$ cat src/rtl/unlock_pkg.sv
package unlock_pkg;

   typedef enum logic [1:0] {
      ST_IDLE   = 2'd0,
      ST_ARMED  = 2'd1,
      ST_LOCKED = 2'd2,
      ST_XFER   = 2'd3
   } rec_state_t;

   // Byte 0 sits in the low eight bits; LSB-first delivery walks upward.
   localparam logic [63:0] DEF_KEY = 64'h5CA3_3AC5_5CA3_3AC5;

endpackage

$ cat src/rtl/unlock_ptr.sv
module unlock_ptr #(
   parameter int KEY_LEN = 64,
   localparam int PTR_W = $clog2(KEY_LEN)
) (
   input  logic             clk,
   input  logic             rst_n,
   input  logic             clr,
   input  logic             adv,
   output logic [PTR_W-1:0] ptr,
   output logic             last
);

   localparam logic [PTR_W-1:0] LAST_IDX = PTR_W'(KEY_LEN - 1);

   assign last = (ptr == LAST_IDX);

   always_ff @(posedge clk or negedge rst_n) begin
      if (!rst_n) begin
         ptr <= '0;
      end else if (clr) begin
         ptr <= '0;
      end else if (adv) begin
         ptr <= last ? '0 : ptr + 1'b1;
      end
   end

endmodule

$ cat src/rtl/unlock_key_src.sv
module unlock_key_src #(
   parameter int              KEY_LEN   = 64,
   parameter logic [KEY_LEN-1:0] KEY    = '0,
   parameter bit              LSB_FIRST = 1'b1
) (
   input  logic clk,
   input  logic rst_n,
   input  logic reload,
   input  logic adv,
   output logic key_bit
);

   logic [KEY_LEN-1:0] sr_q;

   generate
      if (LSB_FIRST) begin : g_lsb
         assign key_bit = sr_q[0];
         always_ff @(posedge clk or negedge rst_n) begin
            if (!rst_n)      sr_q <= KEY;
            else if (reload) sr_q <= KEY;
            else if (adv)    sr_q <= {sr_q[0], sr_q[KEY_LEN-1:1]};
         end
      end else begin : g_msb
         assign key_bit = sr_q[KEY_LEN-1];
         always_ff @(posedge clk or negedge rst_n) begin
            if (!rst_n)      sr_q <= KEY;
            else if (reload) sr_q <= KEY;
            else if (adv)    sr_q <= {sr_q[KEY_LEN-2:0], sr_q[KEY_LEN-1]};
         end
      end
   endgenerate

endmodule

$ cat src/rtl/unlock_fsm.sv
module unlock_fsm
   import unlock_pkg::*;
(
   input  logic       clk,
   input  logic       rst_n,
   input  logic       rd_ev,
   input  logic       wr_ev,
   input  logic       d0,
   input  logic       key_bit,
   input  logic       ptr_last,
   input  logic       done,
   output logic       clr,
   output logic       adv,
   output rec_state_t state,
   output logic       unlock_pulse
);

   rec_state_t state_d;
   logic       pulse_d;
   logic       hit;

   assign hit = wr_ev && (d0 == key_bit);

   always_comb begin
      state_d = state;
      clr     = 1'b0;
      adv     = 1'b0;
      pulse_d = 1'b0;
      unique case (state)
         ST_IDLE: begin
            if (rd_ev) begin
               state_d = ST_ARMED;
               clr     = 1'b1;
            end
         end
         ST_ARMED: begin
            if (rd_ev) begin
               clr = 1'b1;
            end else if (hit) begin
               adv = 1'b1;
               if (ptr_last) begin
                  state_d = ST_XFER;
                  pulse_d = 1'b1;
               end
            end else if (wr_ev) begin
               state_d = ST_LOCKED;
            end
         end
         ST_LOCKED: begin
            if (rd_ev) begin
               state_d = ST_ARMED;
               clr     = 1'b1;
            end
         end
         ST_XFER: begin
            if (done) begin
               state_d = ST_IDLE;
               clr     = 1'b1;
            end
         end
         default: state_d = ST_IDLE;
      endcase
   end

   always_ff @(posedge clk or negedge rst_n) begin
      if (!rst_n) begin
         state        <= ST_IDLE;
         unlock_pulse <= 1'b0;
      end else begin
         state        <= state_d;
         unlock_pulse <= pulse_d;
      end
   end

endmodule

$ cat src/rtl/unlock_recognizer.sv
module unlock_recognizer
   import unlock_pkg::*;
#(
   parameter int                 KEY_LEN   = 64,
   parameter logic [KEY_LEN-1:0] KEY       = KEY_LEN'(DEF_KEY),
   parameter bit                 LSB_FIRST = 1'b1
) (
   input  logic clk,
   input  logic rst_n,
   input  logic cyc_stb,
   input  logic cyc_sel,
   input  logic cyc_we,
   input  logic cyc_d0,
   input  logic xfer_done,
   output logic unlock_pulse,
   output logic mem_inhibit
);

   localparam int PTR_W = $clog2(KEY_LEN);

   generate
      if (KEY_LEN < 2) begin : g_bad_len
         $error("unlock_recognizer: KEY_LEN must be at least 2");
      end
      if (KEY_LEN > 4096) begin : g_big_len
         $error("unlock_recognizer: KEY_LEN above 4096 is not supported");
      end
   endgenerate

   logic             rd_ev;
   logic             wr_ev;
   logic             clr;
   logic             adv;
   logic             key_bit;
   logic             ptr_last;
   logic [PTR_W-1:0] ptr_q;
   rec_state_t       state;

   assign rd_ev = cyc_stb && cyc_sel && !cyc_we;
   assign wr_ev = cyc_stb && cyc_sel &&  cyc_we;

   unlock_ptr #(.KEY_LEN(KEY_LEN)) u_ptr (
      .clk  (clk),
      .rst_n(rst_n),
      .clr  (clr),
      .adv  (adv),
      .ptr  (ptr_q),
      .last (ptr_last)
   );

   unlock_key_src #(
      .KEY_LEN  (KEY_LEN),
      .KEY      (KEY),
      .LSB_FIRST(LSB_FIRST)
   ) u_key (
      .clk    (clk),
      .rst_n  (rst_n),
      .reload (clr),
      .adv    (adv),
      .key_bit(key_bit)
   );

   unlock_fsm u_fsm (
      .clk         (clk),
      .rst_n       (rst_n),
      .rd_ev       (rd_ev),
      .wr_ev       (wr_ev),
      .d0          (cyc_d0),
      .key_bit     (key_bit),
      .ptr_last    (ptr_last),
      .done        (xfer_done),
      .clr         (clr),
      .adv         (adv),
      .state       (state),
      .unlock_pulse(unlock_pulse)
   );

   assign mem_inhibit = (state == ST_XFER);

endmodule

$ cat config.mk
export PLATFORM = sky130hd
export DESIGN_NAME = unlock_recognizer
export DESIGN_NICKNAME = d
export VERILOG_FILES = /design/src/rtl/unlock_pkg.sv /design/src/rtl/unlock_ptr.sv /design/src/rtl/unlock_key_src.sv /design/src/rtl/unlock_fsm.sv /design/src/rtl/unlock_recognizer.sv
export SDC_FILE = /design/constraint.sdc
export NUM_CORES = 1
export LEC_CHECK = 0
export BUFFER_PORTS_ARGS = -buffer_cell sky130_fd_sc_hd__buf_2
export CAP_MARGIN = 20
export CORE_ASPECT_RATIO = 0.7
export CORE_UTILIZATION = 35
export DETAILED_ROUTE_END_ITERATION = 10
export PLACE_DENSITY = 0.55
export REMOVE_ABC_BUFFERS = 1
export SLEW_MARGIN = 25
export SYNTH_ARGS = -nofsm -noshare
export SYNTH_HDL_FRONTEND = slang
export SYNTH_SLANG_ARGS = --single-unit
$ cat constraint.sdc
create_clock -name clk -period 4.1 [get_ports clk]
set_input_delay 0 -clock clk [delete_from_list [all_inputs] [get_ports clk]]
set_output_delay 0 -clock clk [all_outputs]
set_load 0.02 [all_outputs]
Word-level counts from Yosys, hierarchy flattened:

Cells that the tools add are included.

* flip-flop bits (word level): 73
* output and inout bits: 2
* logic and storage cells: 47

* add/subtract/negate cells: 1
* eq/ne operators: 10
* multiplexer cells: 22
* reductions and logical operators: 10

Operator list (count)
* two-way mux 64 bit: 2
* two-way mux 6 bit: 3
* two-way mux 2 bit: 6
* two-way mux 1 bit: 9
* adder 6 x 1 -> 6 bit, second input constant: 1
* == test 6 bit, second input constant: 1
* one-hot mux 2 bit (3 select lines): 1
* AND reduction 5 bit: 1
* == test 2 bit, second input constant: 2
* logical AND 1 bit: 4
* != test 2 bit, second input constant: 2
* != test 3 x 1 -> 1 bit, second input constant: 1
* != test 3 bit, second input constant: 1
* OR reduction 3 bit: 1
* == test 2 x 1 -> 1 bit, second input constant: 1
* zero test 2 bit: 1
* != test 2 x 1 -> 1 bit, second input constant: 1
* one-hot mux 1 bit (2 select lines): 1
* nonzero test 2 bit: 1
* OR reduction 2 bit: 1
* == test 1 bit: 1
* zero test 1 bit: 1

Logic depth before layout (Yosys ltp):

* word-level depth: 8
* gate-level depth with buffers: 6

Hierarchy:

Synthesis repeated with hierarchy kept, for this count alone.

* cells, all modules: 263
* area, all modules: 3183.1 um^2

Modules (own cells, without submodules)
* unlock_key_src: instances 1, cells an instance 209, area an instance 2671.3 um^2
* unlock_ptr: instances 1, cells an instance 32, area an instance 320.3 um^2
* unlock_fsm: instances 1, cells an instance 19, area an instance 168.9 um^2
* unlock_recognizer: instances 1, cells an instance 3, area an instance 22.5 um^2

Worst setup path after synthesis:

No wires, ideal clock.

* kind: register to register
* start: register u_fsm.state[0]
* end: register u_key.sr_q[20]
* setup time: 0.121 ns
* arrival: 1.444 ns
* data required time: 3.979 ns
* slack: 2.535 ns
* cell stages (with the launch flop): 6
* buffers on the path: 1
* period minus slack after synthesis: 1.565 ns
* path through: dfrtp_1 -> and2_1 -> o31ai_2 -> nor2_4 -> buf_2 -> a22o_1

RTL lines
* start, declared: line unlock_fsm.sv:14 `output rec_state_t state,`
* start signal, assigned: line unlock_fsm.sv:70 `state <= state_d;`
* == test 2 bit (*)
* net mem_inhibit: line unlock_recognizer.sv:16 `output logic mem_inhibit`
* one-hot mux 1 bit (2 select lines) (*): line unlock_fsm.sv:29 `unique case (state)`
* two-way mux 64 bit / nonzero test 2 bit (equally long branches)
* end signal, assigned: line unlock_key_src.sv:21 `else if (adv) sr_q <= {sr_q[0], sr_q[KEY_LEN-1:1]};`
* end, declared: line unlock_key_src.sv:13 `logic [KEY_LEN-1:0] sr_q;`

Mark *: on every way through the listed nets, which the timed path passes. The rest lies on a longest branch.
A chain may end at the register's enable or synchronous reset.

Worst setup path in the final report:

* start: register u_fsm.state[1]
* end: register u_fsm.state[0]

* word-level cells in the longest chain between the ends: 4

RTL lines (line)
* == test 2 bit / zero test 2 bit (equally long branches): unlock_fsm.sv:29
* OR reduction 2 bit (no source line)
* != test 2 x 1 -> 1 bit (no source line)
* AND reduction 5 bit (no source line)

Several ways; a longest one is shown, not always the timed one.

==> metrics.yaml <==
yosysSeqAreaShare_pct: 65.2
fin_tns_setup_ns: 0
slew_violations: 0
post-route-period-util_pct: 51.1
yosys.area_share.xor_xnor_pct: 0.611
reg2reg_from: "u_fsm.state[1]$_DFFE_PN0P_"
insertion_delay_ns: 0.33
synth_top_family_by_area: "compound AO/OA/AOI/OAI gates"
synth_edf_count: 0
grt-ovfl-total: 0
mostFrequentLayoutCells: "41 x dfrtp_1, 33 x a22o_1, 32 x dfstp_2"
cts_root_buffer: "clkbuf_16"
worstHoldStart: "cyc_d0"
final_common_cell: "dfrtp_1"
synth-seq-cells: 73
syn_area_um2: 2870
stdcell_count: 321
io_pins: 9
dpl.cell_count: 302
antenna_found_initial: 0
ir_drop_mv: 0.366
die_y_um: 77.7
grt_pass1_vias: 1641
synth_fa_ha_area_share_pct: 0.437
clkTransAtPathRegs_ns: 0.05
row_count: 27
portBuffers: 8
wl_um: 4960
relSlewSlack_pct: 42.4
synth.avg_cell_area_um2: 13.9
drcViolationCount: 0
muxShareOfSynthArea_pct: 0
place_area_um2: 2950
rr_worst_depth: 5
grt_pass1_wl_um: 8600
drt_pre_antenna_iters: 4
fp.dieW_um: 110
status: "finished clean"
synth_compound_area_share_pct: 23.4
synthSimpleGateAreaFrac_pct: 6.77
postCtsSetupRepairBufs: 0
use_met3_pct: 5.80
syn_to_final_growth_pct: 12.8
period_needed_ns: 2.10
dpl_worst_slack_ns: 1.69
busiest_layer: "met1"
p_per_area_nw_per_um2: 518
async_flop_share_pct: 100
die-area_um2: 8560
tightest_slew_ns: 0.862
numCtsBuffers: 9
fin_ws_ns: 2.00
internal_power_uw: 1290
clock_skew_ns: 0.00770
rsz0062_at_grt: "false"
ys_warn_count: 0
fin_area_um2: 3230
drive_above_1_share_pct: 26.4
r2r_slack_ns: 2.00
p_leak_uw: 0.00138
crit_required_ns: 4.36
via_per_inst: 5.26
setup_violations: 0
drt_iter0_drc: 112
vias: 1690
cts_buffer_depth: 2
diodes: 0
finalHoldViolations: 0
fp.coreArea_um2: 7910
hold_path.class: "in -> reg"
grt_max_degree: 53
cts_tree: "built"
power.total_uw: 1670
worstPathMaxFanout: 38
min_delay_worst_endpoint: "u_key.sr_q[0]$_DFFE_PN1P_"
met1_usage_pct: 19.8
fmax_mhz: 477
routedWlPerCell_um: 15.4
yosysUniqueCellTypes: 37
start_kind: "flip-flop"
h-tree-depth: 3
track_usage_pct: 13.8
start_util_pct: 36.2
endpoint_kind: "flip-flop"
dp_hpwl_um: 2750
final_nets: 223
seqPwrFrac_pct: 51.9
finalWeightedCongestion: 0.733
syn_inst: 206
cts_sinks: 73
worst_ep_arrival_time_ns: 2.36
maxCapViolCount: 0
power_switching_uw: 378
cts_resized: 0
power_frac_comb_pct: 7.7
clockPowerShare_pct: 40.4
r2r_end: "u_fsm.state[0]$_DFFE_PN0P_"
use_met2_pct: 17.2
netSwitchingFraction_pct: 22.6
synthFlopType: "dfrtp_1"
ant_nets: 0
path_class: "reg -> reg"
hold_depth: 4
[power groups by stage]
| stage | Clock [uW] | Sequential, uW | Combinational [uW] |
|---|---|---|---|
| finish | 676 | 867 | 129 |
| global placement | 0 | 878 | 125 |
| floorplan | 0 | 864 | 90.1 |
| global route | 738 | 877 | 145 |
| detailed placement | 0 | 877 | 129 |
| CTS | 700 | 867 | 132 |
[cell type report]
cell class / count / area, um2
tap: 101 / 126
sequential: 73 / 1870
clock buffer: 15 / 248
inverter: 1 / 3.75
clock inverter: 1 / 5.00
fill: 755 / 4670
multi-input combinational: 117 / 896
timing repair buffer: 13 / 85.1
[per-layer routing]
metal | wire length [um] | share of wire [%]
met2 | 1980 | 40
met4 | 102 | 2.1
met1 | 2680 | 54
met3 | 194 | 3.9
met5 | 0 | 0
[metrics by stage]
step,hold slack [ns],util [%]
final,0.0343,40.9
after detailed placement,-0.0236,37.3
after CTS,0.0208,40.8
after global placement,-0.0164,37.3
after floorplan,-0.296,-
after global routing,0.0589,40.9
[Yosys cell counts (3+ instances only)]
library cell,count,area [um2]
nand3_1,7,35.0
buf_4,6,45.0
nand2_1,8,30.0
nor2_1,4,15.0
buf_2,6,30.0
o22a_1,30,263
a22o_1,33,289
dfstp_2,32,841
a21oi_1,4,20.0
dfrtp_1,41,1030
o21ai_0,3,15.0
[critical path, cell delays in order, from the launching register on]
cell and delay, ns:
dfrtp_1 0.41, and4b_1 0.37, nand3_2 0.09, buf_4 0.26
a311oi_1 0.29, dlygate4sd3_1 0.58
[sequential cells by signal, summed over array words and instances (netlist names)]
name	count
u_fsm.unlock_pulse	1
u_ptr.ptr	6
u_fsm.state	2
u_key.sr_q	64
[cells by family after synthesis]
family	count (synthesis)
compound gates	80
xor+xnor	2
fa+ha+maj	1
buf+inv	16
flops	73
simple gates	34
[what timing repair did]
item | in CTS | in global routing
endpoints found under the setup margin | 0 | 0
hold buffers | 3 | 0
endpoints found under the hold margin | 22 | 0
[worst max-delay path by stage]
| stage | from | endpoint | depth (start not counted) |
|---|---|---|---|
| floorplan | u_key.sr_q[0]$_DFFE_PN1P_ | u_ptr.ptr[2]$_DFFE_PN0P_ | 4 |
| global placement | u_key.sr_q[0]$_DFFE_PN1P_ | u_key.sr_q[17]$_DFFE_PN1P_ | 5 |
| detailed placement | u_key.sr_q[0]$_DFFE_PN1P_ | u_key.sr_q[28]$_DFFE_PN1P_ | 5 |
| CTS | u_key.sr_q[0]$_DFFE_PN1P_ | u_key.sr_q[30]$_DFFE_PN1P_ | 5 |
| global route | u_key.sr_q[0]$_DFFE_PN1P_ | u_ptr.ptr[1]$_DFFE_PN0P_ | 4 |
| finish | u_fsm.state[1]$_DFFE_PN0P_ | u_fsm.state[0]$_DFFE_PN0P_ | 5 |
(Power assumes the default switching activity.)
